**config.mk**
```make
export PLATFORM = sky130hd
export DESIGN_NAME = adc_scan_seq
export DESIGN_NICKNAME = d
export VERILOG_FILES = /design/src/rtl/adc_scan_pkg.sv /design/src/rtl/adc_scan_pick.sv /design/src/rtl/adc_scan_buf.sv /design/src/rtl/adc_scan_seq.sv
export SDC_FILE = /design/constraint.sdc
export NUM_CORES = 1
export LEC_CHECK = 0
export CAP_MARGIN = 20
export CORE_MARGIN = 8
export CORE_UTILIZATION = 70
export CTS_BUF_LIST = sky130_fd_sc_hd__clkbuf_2 sky130_fd_sc_hd__clkbuf_4 sky130_fd_sc_hd__clkbuf_8
export DETAILED_ROUTE_END_ITERATION = 6
export DONT_BUFFER_PORTS = 1
export PLACE_DENSITY = 0.86
export SYNTH_ARGS = -nofsm -noshare
export SYNTH_HDL_FRONTEND = slang
export SYNTH_SLANG_ARGS = --single-unit
```
**constraint.sdc**
```tcl
create_clock -name clk -period 13.35 [get_ports clk]
set_clock_uncertainty 0.05 [all_clocks]
set_input_delay 0.6675 -clock clk [delete_from_list [all_inputs] [get_ports clk]]
set_output_delay 0.6675 -clock clk [all_outputs]
set_load 0.005 [all_outputs]
```
**src/rtl/adc_scan_pkg.sv**
```systemverilog
package adc_scan_pkg;

   // Which mux the next conversion goes through
   typedef enum logic {
      PH_PRI = 1'b0,
      PH_SEC = 1'b1
   } phase_e;

endpackage

```
**src/rtl/adc_scan_pick.sv**
```systemverilog
// Finds the first set mask bit at or above a start position, wrapping
// around the top of the input range.
module adc_scan_pick #(
   parameter int NUM_CH = 16,
   localparam int CH_W = $clog2(NUM_CH)
) (
   input  logic [NUM_CH-1:0] mask,
   input  logic [CH_W-1:0]   start,
   output logic [CH_W-1:0]   sel
);

   if (NUM_CH < 2 || (NUM_CH & (NUM_CH - 1)) != 0) begin : g_bad_ch
      $error("adc_scan_pick: NUM_CH must be a power of two, at least 2");
   end

   logic [CH_W-1:0] idx;

   // Search from farthest to nearest so that the nearest set bit wins
   always_comb begin
      sel = start;
      idx = '0;
      for (int i = NUM_CH - 1; i >= 0; i--) begin
         idx = start + CH_W'(i);
         if (mask[idx]) begin
            sel = idx;
         end
      end
   end

endmodule

```
**src/rtl/adc_scan_buf.sv**
```systemverilog
// Small result store: one write port, one combinational read port.
module adc_scan_buf #(
   parameter int DEPTH = 16,
   parameter int DW    = 12,
   localparam int PTR_W = $clog2(DEPTH)
) (
   input  logic             clk,
   input  logic             rst_n,
   input  logic             we,
   input  logic [PTR_W-1:0] waddr,
   input  logic [DW-1:0]    wdata,
   input  logic [PTR_W-1:0] raddr,
   output logic [DW-1:0]    rdata
);

   if (DEPTH < 2 || (DEPTH & (DEPTH - 1)) != 0) begin : g_bad_depth
      $error("adc_scan_buf: DEPTH must be a power of two, at least 2");
   end
   if (DW < 1) begin : g_bad_dw
      $error("adc_scan_buf: DW must be positive");
   end

   logic [DW-1:0] slot_q [DEPTH];

   for (genvar g = 0; g < DEPTH; g++) begin : g_slot
      always_ff @(posedge clk or negedge rst_n) begin
         if (!rst_n) begin
            slot_q[g] <= '0;
         end else if (we && waddr == PTR_W'(g)) begin
            slot_q[g] <= wdata;
         end
      end
   end

   assign rdata = slot_q[raddr];

endmodule

```
**src/rtl/adc_scan_seq.sv**
```systemverilog
// Scan sequencer: walks the primary scan set, interleaves the secondary
// input, stores results and counts them toward an interrupt.
module adc_scan_seq
   import adc_scan_pkg::*;
#(
   parameter int NUM_CH    = 16,
   parameter int RES_W     = 12,
   parameter int BUF_DEPTH = 16,
   localparam int CH_W  = $clog2(NUM_CH),
   localparam int PTR_W = $clog2(BUF_DEPTH)
) (
   input  logic              clk,
   input  logic              rst_n,
   input  logic              cfg_scan_en,
   input  logic              cfg_alt_en,
   input  logic [NUM_CH-1:0] cfg_scan_mask,
   input  logic [CH_W-1:0]   cfg_pri_ch,
   input  logic [CH_W-1:0]   cfg_sec_ch,
   input  logic [PTR_W-1:0]  cfg_irq_cnt,
   input  logic              done_i,
   input  logic [RES_W-1:0]  result_i,
   input  logic [PTR_W-1:0]  rd_idx_i,
   output logic [CH_W-1:0]   ch_o,
   output logic              is_sec_o,
   output logic [RES_W-1:0]  rd_data_o,
   output logic              irq_o
);

   if (NUM_CH < 2 || (NUM_CH & (NUM_CH - 1)) != 0) begin : g_bad_ch
      $error("adc_scan_seq: NUM_CH must be a power of two, at least 2");
   end
   if (BUF_DEPTH < 2 || (BUF_DEPTH & (BUF_DEPTH - 1)) != 0) begin : g_bad_depth
      $error("adc_scan_seq: BUF_DEPTH must be a power of two, at least 2");
   end

   phase_e           phase_q;
   logic [CH_W-1:0]  scan_ptr_q;
   logic [PTR_W-1:0] wr_ptr_q;
   logic             irq_q;

   logic             scan_act;
   logic             sec_now;
   logic             grp_last;
   logic [CH_W-1:0]  pick_ch;
   logic [CH_W-1:0]  pri_ch;

   // Scanning only takes over when at least one input is selected
   assign scan_act = cfg_scan_en && (|cfg_scan_mask);
   assign sec_now  = cfg_alt_en && (phase_q == PH_SEC);
   assign grp_last = (wr_ptr_q == cfg_irq_cnt);

   adc_scan_pick #(
      .NUM_CH (NUM_CH)
   ) u_pick (
      .mask  (cfg_scan_mask),
      .start (scan_ptr_q),
      .sel   (pick_ch)
   );

   assign pri_ch   = scan_act ? pick_ch : cfg_pri_ch;
   assign ch_o     = sec_now ? cfg_sec_ch : pri_ch;
   assign is_sec_o = sec_now;
   assign irq_o    = irq_q;

   // Sequence state: phase, scan position, buffer pointer, interrupt
   always_ff @(posedge clk or negedge rst_n) begin
      if (!rst_n) begin
         phase_q    <= PH_PRI;
         scan_ptr_q <= '0;
         wr_ptr_q   <= '0;
         irq_q      <= 1'b0;
      end else begin
         irq_q <= 1'b0;
         if (done_i) begin
            if (sec_now) begin
               phase_q <= PH_PRI;
            end else begin
               phase_q <= cfg_alt_en ? PH_SEC : PH_PRI;
               // Resume the search just above the input converted now
               if (scan_act) begin
                  scan_ptr_q <= pick_ch + CH_W'(1);
               end
            end
            wr_ptr_q <= grp_last ? '0 : wr_ptr_q + PTR_W'(1);
            irq_q    <= grp_last;
         end
      end
   end

   adc_scan_buf #(
      .DEPTH (BUF_DEPTH),
      .DW    (RES_W)
   ) u_buf (
      .clk   (clk),
      .rst_n (rst_n),
      .we    (done_i),
      .waddr (wr_ptr_q),
      .wdata (result_i),
      .raddr (rd_idx_i),
      .rdata (rd_data_o)
   );

   // a scanned primary conversion always uses a selected input
   a_r1_scan_member: assert property (@(posedge clk) disable iff (!rst_n)
      (scan_act && !is_sec_o) |-> cfg_scan_mask[ch_o]);

   // a primary conversion under alternation is followed by a secondary one
   a_r3_pri_then_sec: assert property (@(posedge clk) disable iff (!rst_n)
      (done_i && cfg_alt_en && !is_sec_o) |=> (is_sec_o || !cfg_alt_en));

   // a secondary conversion is followed by a primary one
   a_r3_sec_then_pri: assert property (@(posedge clk) disable iff (!rst_n)
      (done_i && is_sec_o) |=> !is_sec_o);

   // with scanning off, the primary input is the fixed one
   a_r6_fixed_pri: assert property (@(posedge clk) disable iff (!rst_n)
      (!cfg_scan_en && !is_sec_o) |-> (ch_o == cfg_pri_ch));

   // the write pointer only moves on a done strobe
   a_r7_ptr_hold: assert property (@(posedge clk) disable iff (!rst_n)
      !done_i |=> $stable(wr_ptr_q));

   // the interrupt follows a done strobe and leaves the pointer at slot 0
   a_r8_irq_after_done: assert property (@(posedge clk) disable iff (!rst_n)
      irq_o |-> ($past(done_i) && wr_ptr_q == '0));

endmodule

```
* Word level (Yosys, flattened, before mapping)
Cells that the tools add are included. W data, S select, Z words.
Operators by class: add/sub/neg operators 17, $mul 0, divide/modulo/power cells 0, magnitude comparators 17, eq/ne operators 16, shifts and indexed selects 0, mux-type cells 57, bitwise operators 2, reduce and logical (&&, ||, !) cells 21
Operator list (number):
- $lt A4 B5 Y1 const B | 16
- $mux W4 | 19
- $bmux W1 S4 | 16
- $bmux W12 S4 | 1
- $add A4 B4 Y4 const B | 8
- $eq A4 B4 Y1 const B | 8
- $mux W12 | 2
- $mux W1 | 19
- $logic_and A1 B1 Y1 | 18
- $add A4 B3 Y4 const B | 4
- $eq A4 B3 Y1 const B | 4
- $reduce_or A16 Y1 | 1
- $add A4 B1 Y4 const B | 3
- $add A4 B2 Y4 const B | 2
- $eq A4 B2 Y1 const B | 2
- $ge A5 B5 Y1 const B | 1
- $not A4 Y5 | 1
- $eq A4 B1 Y1 const B | 1
- $eq A4 B4 Y1 | 1
- $logic_not A4 Y1 | 1
- $reduce_and A3 Y1 | 1
- $not A1 Y1 | 1
Storage, ports and cells: register bits 202, latch bits 0, bits in writable memories 0, ROM bits 0, input port bits 49, output and inout port bits 18, word-level logic and storage cells 150, memories kept 0

* Depth between registers and ports, before layout
Gate-level depths: netlist of run 1.
depth in word-level cells 21, depth in mapped cells 16, mapped depth without buffers 12

* Cells and area by module
From an unflattened synthesis of run 1, not the netlist that was laid out.
Second synthesis, totals: cell total of the unflattened synthesis 851, area, all modules 11536.1 um2
Modules (own cells, without submodules):
- adc_scan_buf | times used 1, cells each 538, area an instance 8619.5 um2, sequential area each 4804.6 um2
- adc_scan_pick | times used 1, cells each 249, area an instance 2210.9 um2, sequential area each 0.0 um2
- adc_scan_seq | times used 1, cells each 64, area an instance 705.7 um2, sequential area each 250.2 um2

* Least setup slack after synthesis of run 1
OpenSTA, ideal clock, no wires.
kind register -> output, start reg scan_ptr_q[1], end out ch_o[2], arrival time 4.332 ns, required time 12.632 ns, setup slack 8.300 ns, stages on the path, launching flop included 16, path buffers 4, path through dfrtp_1 -> buf_2 -> buf_2 -> clkbuf_1 -> clkinv_1 -> ha_1 -> buf_1 -> mux4_1 -> mux4_2 -> and4_1 -> o311ai_1 -> o211ai_1 -> a31o_1 -> or2_1 -> mux2i_1 -> a21oi_1
On the way: longest elaborated chain between the ends 21, elaborated cells between the ends (all ways) 65, classes of those cells 15 x add/sub; 50 x mux
RTL lines:
- from (decl) | line adc_scan_seq.sv:37 | logic [CH_W-1:0] scan_ptr_q;
- from (signal assigned) | line adc_scan_seq.sv:81 | scan_ptr_q <= pick_ch + CH_W'(1);
- $add A4 B4 Y4 | line adc_scan_pick.sv:23 | idx = start + CH_W'(i);
- $bmux W1 S4 | line adc_scan_pick.sv:24 | if (mask[idx]) begin
- $mux W1 (not written as such) | line adc_scan_pick.sv:24
- $mux W4 (15 in a row) | line adc_scan_pick.sv:24
- $mux W4 * | line adc_scan_pick.sv:24
- $mux W4 * | line adc_scan_seq.sv:60 | assign pri_ch = scan_act ? pick_ch : cfg_pri_ch;
- $mux W4 * | line adc_scan_seq.sv:61 | assign ch_o = sec_now ? cfg_sec_ch : pri_ch;
- to (decl) | line adc_scan_seq.sv:23 | output logic [CH_W-1:0] ch_o,
Mark *: on every way between the ends. The rest lies on a longest branch, timed or not. The select of a mux whose other input is x is not followed.

* Worst setup path after layout of run 1
start reg scan_ptr_q[0], end out ch_o[3]
The elaborated chain is that of the path after synthesis.

==> summary.md, run 1 <==
| Metric | Value |
|---|---|
| Leakage | 5.38 nW |
| Combinational share of power | 0.537 |
| Switch share | 0.396 |
| Clock transition at path regs | 0.07 ns |
| Final Max Slew Viols | 0 |
| RSZ-0062 raised after global routing | false |
| Flop pwr share | 0.300 |
| Initial antenna violation count | 0 |
| Die H | 145 um |
| Post-CTS Resized | 0 |
| Critical path class | reg -> out |
| DIE AREA | 21,000 um2 |
| Fmax | 166 MHz |
| WP data arrival | 5.31 ns |
| Ys flop type | dfrtp_1 |
| TNS Setup | 0 ns |
| Number of global-route vias before repair | 8,163 |
| Core Area | 16,400 um2 |
| H-tree depth | 2 |
| P_sw | 0.00137 W |
| Insertion delay to the later sink of the worst-skew pair | 0.51 ns |
| Syn Area/Cell | 14.1 um2 |
| Chip width | 145 um |
| Int Power | 0.00209 W |
| Synth unique cells | 63 |
| Area occupied by multi-input gates | 6270 um2 |
| Fraction of registers with async set/reset | 1.00 |
| Dpl ws | 7.92 ns |
| Post-CTS Setup Inserts | 0 |
| Final ANT Viol Nets | 0 |
| Maximum fanout along the worst path | 34 |
| Fin nets | 873 |
| FILL cells | 938 |
| Initial Utilization | 0.711 |
| Tot Pwr | 0.00346 W |
| CTS tree | done |
| Rows | 47 |
| Hold WC Path Type | in -> async |
| Most frequent cells after synthesis | mux2_2, dfrtp_1, mux4_2, clkbuf_1, nand2_1 |
| Vias | 7,694 |
| Fin cells | 1,053 |
| Ports | 67 |
| Share of layout cells above drive strength 1 | 0.443 |
| Pre-antenna DRT Iters | 7 |
| Number of diodes | 0 |
| Status | completed |
| Yosys warns | 0 |
| Vias per cell | 7.31 |
| Clock share of power | 0.163 |
| Area delta synth->final | 6.57% |
| Top post-synthesis cells by area | dfrtp_1, mux2_2, mux4_2 |
| Tmin final | 6.03 ns |
| Post-synth top area share | 0.434 |
| Largest net degree at the start of global routing | 203 |
| Top-count cell post-synth | mux2_2 |
| Final WL | 30,700 um |
| Synthesized area | 11,700 um2 |
| Relative slew margins | 0.336 |
| CTS buffer count | 34 |
| Register area | 5050 um2 |
| First-pass GRT wire length | 48,400 um |
| Cells after synthesis | 829 |
| Worst setup EP type | output port |
| Startpoint Class | flop |
| RePlAce Congestion | 0.924 |
| Placed cell count | 995 |
| Per-cell routed wire length | 29.1 um |
| # clock sinks | 202 |
| Drc violations | 0 |
| Root Buffer | clkbuf_8 |
| Period utilisation layout | 0.452 |
| Overall Global Routing Usage | 0.296 |
| Post-synth EDFFs | 0 |
| Hold_ws | 0.122 ns |
| Max Cap Viol | 0 |
| Final setup violation count | 0 |
| Power density over the cells | 278 nW/um2 |
| Iteration-0 DRC Markers | 698 |
| CP required | 12.63 ns |
| Yosys reg bits | 202 |
| Port buffer count | 0 |
| Final Hold Violating Endpoints | 0 |
| Worst vdd ir | 0.155 mV |
| Register area share after synthesis | 0.434 |
| Slew @ Worst Pin | 0.996 ns |
| DP HPWL | 19,700 um |
| Fin worst setup slack | 7.32 ns |
| Cell taking the most area after synthesis | dfrtp_1 |
| Post-synth net total | 890 |
| GRT Residual Overflow | 0 |
| Max Buffers Root-to-Sink | 3 |
==> power groups by stage <==
stage                     registers, W  clock network (W)  logic (W)
after floorplan               0.000971                  0    0.00144
after global placement        0.000992                  0    0.00177
after detailed placement       0.00103                  0    0.00180
after CTS                      0.00103           0.000569    0.00183
after global routing           0.00106           0.000593    0.00198
final                          0.00104           0.000564    0.00186
==> flip-flops by register name, summed over array words and instances (netlist names) <==
register and cells:
u_buf.slot_q 192, scan_ptr_q 4, wr_ptr_q 4, irq_o 1, phase_q 1
==> timing repair <==
action | CTS | global route
endpoints found under the hold margin | 202 | 0
hold buffers | 1 | 0
setup endpoints to repair | 0 | 0
==> through the flow <==
step	area (um2)	utilization
after floorplan	11700	-
after global placement	11700	0.713
after detailed placement	11700	0.713
after CTS	12400	0.757
after global routing	12400	0.757
final	12400	0.757
==> per-layer routing <==
layer | part of all wire | vias to the layer above | GRT usage
li1 | - | 3169 | -
met1 | 0.39 | 4055 | 0.386
met2 | 0.50 | 393 | 0.486
met3 | 0.075 | 77 | 0.0616
met4 | 0.033 | 0 | 0.107
met5 | 0 | - | 0
==> cell usage in the layout (no fill, tap or decap), drive strengths merged, types with 4 or more instances in the layout <==
master and n:
a21oi 20, and2 8, and3 4, buf 4
clkbuf 49, clkinv 7, dfrtp 202, ha 12
inv 18, mux2 205, mux2i 31, mux4 98
nand2 32, nand3 12, nor2 14, nor2b 7
nor3 8, nor4 7, o211ai 5, o21ai 19
o22ai 5, xnor2 12, xor2 6
==> critical path: stages (launching register included) <==
cell and delay, ns:
dfrtp_1 0.33, buf_4 0.41, clkinv_1 0.40, ha_1 0.74, inv_1 0.36, mux4_2 0.55
mux2i_1 0.26, o22ai_1 0.16, a2111oi_0 0.56, a21oi_1 0.23, a21o_1 0.23, a31oi_4 0.22
mux2i_1 0.11, a21oi_1 0.22
==> path summary, 6_finish.rpt <==
check	endpoint	from	depth (start not counted)	slack, ns
worst max-delay path	ch_o[3]	scan_ptr_q[0]	13	7.32
worst min-delay path	u_buf.slot_q[186]	rst_n	1	0.12
worst max register to register	scan_ptr_q[1]	scan_ptr_q[0]	12	8.48
worst min register to register	u_buf.slot_q[60]	u_buf.slot_q[60]	1	0.45
max in group asynchronous	u_buf.slot_q[156]	rst_n	1	12.35
min in group clk	wr_ptr_q[1]	done_i	1	0.20
==> logic make-up (layout without fill, tap and decap cells) <==
kind of cell / count (synthesis) / after routing / synth area share
and+or+nand+nor: 100 / 100 / 0.0424
muxes: 334 / 334 / 0.416
DFF: 202 / 202 / 0.434
buffers and inverters: 78 / 82 / 0.0282
adders and majority gates: 12 / 12 / 0.0129
AOI/OAI and AO/OA: 85 / 85 / 0.0516
xor gates and xnor gates: 18 / 18 / 0.0155
==> final cells by class <==
cell class                      count  share of cell area
Sequential cell                   202               0.407
Clock buffer                       49              0.0497
Inverter                           21             0.00634
Multi-Input combinational cell    549               0.505
Timing Repair Buffer                4             0.00403
Clock inverter                      8             0.00584
Tap cell                          220              0.0222
(Power assumes the default switching activity.)
==> run 2: changes to the inputs <==
Settings changed: CORE_UTILIZATION 70 to 67, PLACE_DENSITY 0.86 to 0.83.
Clock period 13.35 ns to 6.25 ns, I/O delays scaled along.
==> run 2 against run 1 <==
Net effect:
- clock-buffer cell count grew 4
- via count is 0.96% lower
- cell count increased by 2.0%
- critical endpoint unchanged
- largest cell class unchanged
==> summary.md, run 2 (same netlist as run 1, synthesis figures left out) <==
| Metric | Value |
|---|---|
| Slew @ Worst Pin | 1.03 ns (+0.0350 ns) |
| R2r worst-path depth | 11 (-1) |
| Drc violations | 0 (unchanged) |
| Startpoint Class | flop |
| Initial Utilization | 0.679 (-0.0318) |
| Iteration-0 DRC Markers | 783 (+12%) |
| Hold WC Path Type | in -> reg |
| Period utilisation layout | 0.850 |
| Maximum fanout along the worst path | 13 (-62%) |
| Ports | 67 (unchanged) |
| Relative slew margins | 0.313 (-0.0233) |
| DP Area | 11,700 um2 (about the same) |
| CTS tree | done |
| Critical path class | reg -> out |
| Max FFs per register | 192 (unchanged) |
| Overall Global Routing Usage | 0.279 (-0.0170) |
| Leakage | 5.47 nW (+1.6%) |
| Fin nets | 889 (+1.8%) |
| Post-CTS Setup Inserts | 0 (unchanged) |
| Rows | 48 (+2.1%) |
| Commonest non-fill, non-tap cells in the layout | mux2_2, dfrtp_1, mux4_2 |
| Largest net degree at the start of global routing | 203 (unchanged) |
| H-tree depth | 2 (unchanged) |
| Setup crit start | scan_ptr_q[1] |
| Insertion delay to the later sink of the worst-skew pair | 0.52 ns (about the same) |
| Commonest non-fill, non-tap cell in the layout | mux2_2 |
| FF-to-FF Start | scan_ptr_q[1] |
| Pre-antenna DRT Iters | 5 (-2) |
| Final Max Slew Viols | 0 (unchanged) |
| CP required | 5.89 ns (-6.74 ns) |
| Chip width | 148 um (+2.0%) |
| # clock sinks | 202 (unchanged) |
| Final setup violation count | 0 (unchanged) |
| Initial antenna violation count | 0 (unchanged) |
| First-pass GRT wire length | 46,500 um (-3.8%) |
| Final WL | 30,100 um (-2.0%) |
| Final ANT Viol Nets | 0 (unchanged) |
| Per-cell routed wire length | 28.0 um (-3.9%) |
| Status | completed |
| Number of diodes | 0 (unchanged) |
| Fmax | 188 MHz |
| RSZ-0062 raised after global routing | false |
| Worst setup EP type | output port |
| Clock transition at path regs | 0.07 ns (about the same) |
| Area delta synth->final | 8.19% |
| Worst vdd ir | 0.342 mV (+120%) |
| Vias | 7,620 (-0.96%) |
| Max Buffers Root-to-Sink | 3 (unchanged) |
| Port buffer count | 0 (unchanged) |
| Final Hold Violating Endpoints | 0 (unchanged) |
| Vias per cell | 7.09 (-2.9%) |
| Hold Path Cell Cnt | 2 |
| Biggest register | u_buf.slot_q |
| Final non-filler cell area | 12,600 um2 (+1.5%) |
| Die H | 148 um (+2.0%) |
| Max Cap Viol | 0 (unchanged) |
| Root Buffer | clkbuf_8 |
| Tmin final | 5.32 ns |
| WP data arrival | 4.95 ns (-0.36 ns) |
| Share of layout cells above drive strength 1 | 0.436 (-0.00717) |
| DIE AREA | 21,900 um2 (+4.0%) |
| Power density over the cells | 586 nW/um2 (+110%) |
| Number of global-route vias before repair | 8,071 (-1.1%) |
| GRT Residual Overflow | 0 (unchanged) |
| CTS buffer count | 35 (+2.9%) |
| Core Area | 17,200 um2 (+4.7%) |
| RePlAce Congestion | 0.945 (+2.2%) |
| DP HPWL | 19,500 um (-0.66%) |
| Hold Crit Start | done_i |
| TNS Setup | 0 ns (unchanged) |
| Biggest regs | u_buf.slot_q: 192 flops, scan_ptr_q: 4 flops, wr_ptr_q: 4 flops |
## run 2: cell types whose count changed in the layout (fill, tap and decap cells not counted), sizes merged
cell,previous run,this run
clkinv,7,4
inv,18,19
bufinv,1,2
clkbuf,49,53
clkinvlp,3,1
dlygate4sd3,0,15
## run 2: path summary, 6_finish.rpt
path,endpoint,slack (ns)
max in group asynchronous,u_buf.slot_q[144],4.84
max,ch_o[3],0.93
min reg2reg,phase_q,0.43
min in group asynchronous,u_buf.slot_q[27],0.50
max reg2reg,scan_ptr_q[1],1.77
min,scan_ptr_q[3],0.02
## run 2: what timing repair did
action / 4_1_cts / 5_1_grt
endpoints found under the setup margin: 0 / 0
hold buffers: 16 / 0
hold endpoints to repair: 400 / 0
gates resized for setup: 0 / 0
## run 2: power by group
group	internal [W]	total, W	switching [W]
combinational	0.00191	0.00395	0.00204
sequential	0.00187	0.00220	0.000327
clock	0.000735	0.00124	0.000509
total	0.00452	0.00740	0.00288
## run 2: critical path: stages, from the launching register on
cell       delay, ns
dfrtp_1         0.34
clkinv_1        0.36
ha_1            0.65
inv_1           0.43
mux4_2          0.59
mux2i_1         0.23
o22ai_1         0.15
a2111oi_0       0.63
a21oi_1         0.25
a21o_1          0.24
a31oi_4         0.20
mux2i_1         0.11
a21oi_1         0.24
## run 2: through the flow
stage	utilization	setup slack, ns	hold WS [ns]	power [W]	instances
2_1_floorplan	-	1.56	-0.0331	0.00516	829
3_3_place_gp	0.682	1.73	-0.0267	0.00583	1000
3_5_place_dp	0.682	1.61	-0.0290	0.00601	1000
4_1_cts	0.734	1.02	0.00361	0.00734	1074
5_1_grt	0.734	0.650	0.0480	0.00777	1074
6_report	0.734	0.935	0.0242	0.00740	1074
## run 2: layer usage
layer,up-vias,routed length (um),track usage
met2,316,15400,0.473
met3,94,2020,0.0563
met1,3999,11600,0.347
met5,-,0,0
li1,3211,-,-
met4,0,1030,0.111
## run 2: cell type report
class                           count  area, um2
Clock buffer                       53        642
Multi-Input combinational cell    549       6270
Fill cell                        1085       4560
Inverter                           21       78.8
Timing Repair Buffer               19        200
Tap cell                          225        282
Sequential cell                   202       5050
Clock inverter                      5       81.3
==> run 3: changes to the inputs <==
Settings changed: CAP_MARGIN 20 to unset, SYNTH_HIERARCHICAL set to 1.
Clock period 6.25 ns to 5.45 ns, I/O delays scaled along.
==> run 3 against run 2 <==
Net effect:
- flip-flop and latch count is the same
- clock-buffer cell count decreased by 8
- cell area shrank 0.63%
- area after synthesis down 1.1%
- largest cell class unchanged
- highest routed layer unchanged
==> summary.md, run 3 <==
| Metric | Value |
|---|---|
| R2r worst-path depth | 10 (-1) |
| Slowest stage delay, CP | 0.74 ns (+0.09 ns) |
| CTS buffer count | 31 (-11%) |
| Slew @ Worst Pin | 1.08 ns (+0.0514 ns) |
| Largest net degree at the start of global routing | 203 (unchanged) |
| Tmin final | 5.04 ns |
| Max Buffers Root-to-Sink | 3 (unchanged) |
| Combinational share of power | 0.536 (+0.002) |
| Register area | 5050 um2 (unchanged) |
| Hold WC Path Type | in -> reg |
| Yosys reg bits | 202 (unchanged) |
| Worst vdd ir | 0.457 mV (+33%) |
| First-pass GRT wire length | 45,500 um (-2.1%) |
| DIE AREA | 21,700 um2 (-0.94%) |
| Rows | 48 (unchanged) |
| Ports | 67 (unchanged) |
| WP data arrival | 4.72 ns (-0.23 ns) |
| Share of layout cells above drive strength 1 | 0.423 (-0.0132) |
| GRT Residual Overflow | 0 (unchanged) |
| Relative slew margins | 0.278 (-0.0351) |
| Post-CTS Setup Inserts | 0 (unchanged) |
| Biggest register | u_buf/slot_q |
| CP required | 5.13 ns (-0.76 ns) |
| Reg2Reg Capture Point | scan_ptr_q[1] |
| Synth unique cells | 69 (+9.5%) |
| Die H | 147 um (-0.47%) |
| CTS tree | done |
| Post-synth net total | 909 (+2.1%) |
| Switch share | 0.394 (+0.00434) |
| Hold Path Cell Cnt | 3 (+1) |
| Post-CTS Resized | 0 (unchanged) |
| FF-to-FF Start | scan_ptr_q[1] |
| Most frequent cells after synthesis | mux2_2, dfrtp_1, mux4_2, nand2_1, nor2_1 |
| Chip width | 147 um (-0.47%) |
| Biggest regs | u_buf/slot_q: 192 flops, scan_ptr_q: 4 flops, wr_ptr_q: 4 flops |
| Post-synth EDFFs | 0 (unchanged) |
| Startpoint Class | flop |
| Crit path cell chain | inv_1, ha_1, mux4_1, mux4_1, and3_1, o311ai_1, o2111ai_1, a221oi_1, mux2i_1, a21oi_1 |
| Fraction of registers with async set/reset | 1.00 (unchanged) |
| Final ANT Viol Nets | 0 (unchanged) |
| Iteration-0 DRC Markers | 802 (+2.4%) |
| Post-synth top area share | 0.438 (+0.00461) |
| DP HPWL | 18,800 um (-3.6%) |
| Number of diodes | 0 (unchanged) |
| Top post-synthesis cells by area | dfrtp_1, mux2_2, mux4_2 |
| Fmax | 198 MHz |
| Max Cap Viol | 0 (unchanged) |
| Tot Pwr | 0.00853 W (+15%) |
| CP max stage cell | mux4_1 |
| Initial Utilization | 0.676 (-0.00241) |
| Int Power | 0.00517 W (+14%) |
| # clock sinks | 202 (unchanged) |
| Top-count cell post-synth | mux2_2 |
| Synthesized area | 11,500 um2 (-1.1%) |
| Hold Buf Count CTS | 17 (+1) |
| Flop pwr share | 0.309 (+0.012) |
| Synth Area in Adders | 0.00976 (-0.00312) |
| Maximum fanout along the worst path | 13 (unchanged) |
| Ys flop type | dfrtp_1 |
| TNS Setup | 0 ns (unchanged) |
| Area occupied by multi-input gates | 6160 um2 (-1.8%) |
| Clock transition at path regs | 0.06 ns (about the same) |
| Commonest non-fill, non-tap cells in the layout | mux2_2, dfrtp_1, mux4_2 |
| Insertion delay to the later sink of the worst-skew pair | 0.57 ns (+0.05 ns) |
| Final design utilization | 0.735 (about the same) |
| Hold Crit Start | cfg_alt_en |
| Largest family of logic cells by synthesized area | multiplexers |
| Final setup violation count | 0 (unchanged) |
| Root Buffer | clkbuf_8 |
| Max FFs per register | 192 (unchanged) |
| Worst setup EP type | output port |
| Cells after synthesis | 851 (+2.7%) |
| Area delta synth->final | 8.64% |
| Port buffer count | 0 (unchanged) |
| Commonest non-fill, non-tap cell in the layout | mux2_2 |
| FILL cells | 1,081 (-0.37%) |
| CP Buf/Inv Count | 1 (-1) |
| Drc violations | 0 (unchanged) |
| RePlAce Congestion | 0.994 (+5.2%) |
| Compound-gate portion of the synthesized area | 0.0690 (+0.0174) |
| Per-cell routed wire length | 26.2 um (-6.3%) |
| P_sw | 0.00336 W (+17%) |
| Status | completed |
| Number of global-route vias before repair | 7,955 (-1.4%) |
| Top delay family on crit path | multiplexers |
| RSZ-0062 raised after global routing | false |
| Cell taking the most area after synthesis | dfrtp_1 |
| Power density over the cells | 680 nW/um2 (+16%) |
| Final Hold Violating Endpoints | 0 (unchanged) |
| Leakage | 5.31 nW (-3.0%) |
| Clock share of power | 0.155 (-0.013) |
| Final Max Slew Viols | 0 (unchanged) |
| Syn Area/Cell | 13.6 um2 (-3.6%) |
| Core Area | 17,100 um2 (-0.70%) |
| Vias per cell | 6.97 (-1.8%) |
| Initial antenna violation count | 0 (unchanged) |
| Final WL | 29,100 um (-3.1%) |
| Pre-antenna DRT Iters | 5 (unchanged) |
| H-tree depth | 1 (-1) |
| Reg-to-reg slack, setup | 0.92 ns (-0.85 ns) |
| Min-Delay Endpoint | scan_ptr_q[0] |
| Simple-gate area share of the yosys netlist | 0.0634 (+0.0211) |
| Post-synthesis mux area share | 0.378 (-0.0380) |
| Period utilisation layout | 0.925 |
| Yosys warns | 6 (+6) |
| Cell mode on critical path | mux4_1 |
| Fin nets | 919 (+3.4%) |
| Post-Synth XOR/XNOR Area | 0.0137 (-0.00179) |
| Vias | 7,732 (+1.5%) |
| Overall Global Routing Usage | 0.268 (-0.0112) |
| Register area share after synthesis | 0.438 (+0.00461) |
| Critical path class | reg -> out |
-- run 3: cell types whose count changed in the layout (fill, tap and decap cells not counted), sizes merged, moves of 8 or more --
cell,delta
a22oi,+26
buf,+13
clkbuf,-8
mux2i,-8
mux4,-23
nor2,+17
o21ai,-8
-- run 3: layout make-up --
type / instances / share of cell area
clock buffers: 45 / 0.0464
clock inverters: 12 / 0.00779
inverters: 12 / 0.00359
multi-input cells: 581 / 0.492
flip-flops and latches: 202 / 0.403
well taps: 225 / 0.0225
repair buffers: 33 / 0.0246
-- run 3: power by group through the flow --
stage	clock network, W	registers (W)	logic (W)
after detailed placement	0	0.00264	0.00439
after global placement	0	0.00254	0.00435
final	0.00132	0.00264	0.00457
after global routing	0.00142	0.00271	0.00487
after CTS	0.00135	0.00262	0.00449
after floorplan	0	0.00248	0.00352
-- run 3: worst max-delay path by stage --
stage	slack [ns]	start	end	cells past startpoint
final	0.41	scan_ptr_q[1]	ch_o[1]	10
after global placement	1.06	scan_ptr_q[1]	scan_ptr_q[2]	11
after CTS	0.38	scan_ptr_q[1]	ch_o[1]	10
after floorplan	0.89	scan_ptr_q[1]	scan_ptr_q[1]	13
after detailed placement	0.94	scan_ptr_q[1]	scan_ptr_q[1]	10
after global routing	0.14	scan_ptr_q[1]	ch_o[1]	10
-- run 3: cell families (layout without fill, tap and decap cells) --
logic type | after synthesis | in the layout
muxes | 310 | 310
buffers and inverters | 68 | 102
DFF | 202 | 202
adders and majority gates | 9 | 9
and+or+nand+nor | 136 | 136
AOI/OAI and AO/OA | 108 | 108
xor gates and xnor gates | 18 | 18
-- run 3: stage by stage --
step	area [um2]	hold slack (ns)	instances	setup WS (ns)
after global placement	11700	-0.0673	1036	1.06
after floorplan	11500	-0.0731	851	0.886
after CTS	12500	0.0345	1110	0.377
after detailed placement	11700	-0.0684	1036	0.941
final	12500	0.0488	1110	0.409
after global routing	12500	0.0571	1110	0.137
-- run 3: per-layer routing --
metal | track usage | vias to the layer above | part of all wire
met5 | 0 | - | 0
met4 | 0.0841 | 0 | 0.024
met3 | 0.0514 | 61 | 0.067
met2 | 0.456 | 330 | 0.52
met1 | 0.342 | 4045 | 0.39
li1 | - | 3296 | -
-- run 3: worst reg2reg max path, stage by stage, from the launching register on --
cell and delay (ns):
dfrtp_1 0.35, inv_1 0.16, ha_1 0.69, mux4_1 0.75
mux4_1 0.67, and3_1 0.23, o311ai_1 0.25, o2111ai_1 0.19
a221oi_1 0.48, ha_1 0.33, mux2_4 0.27
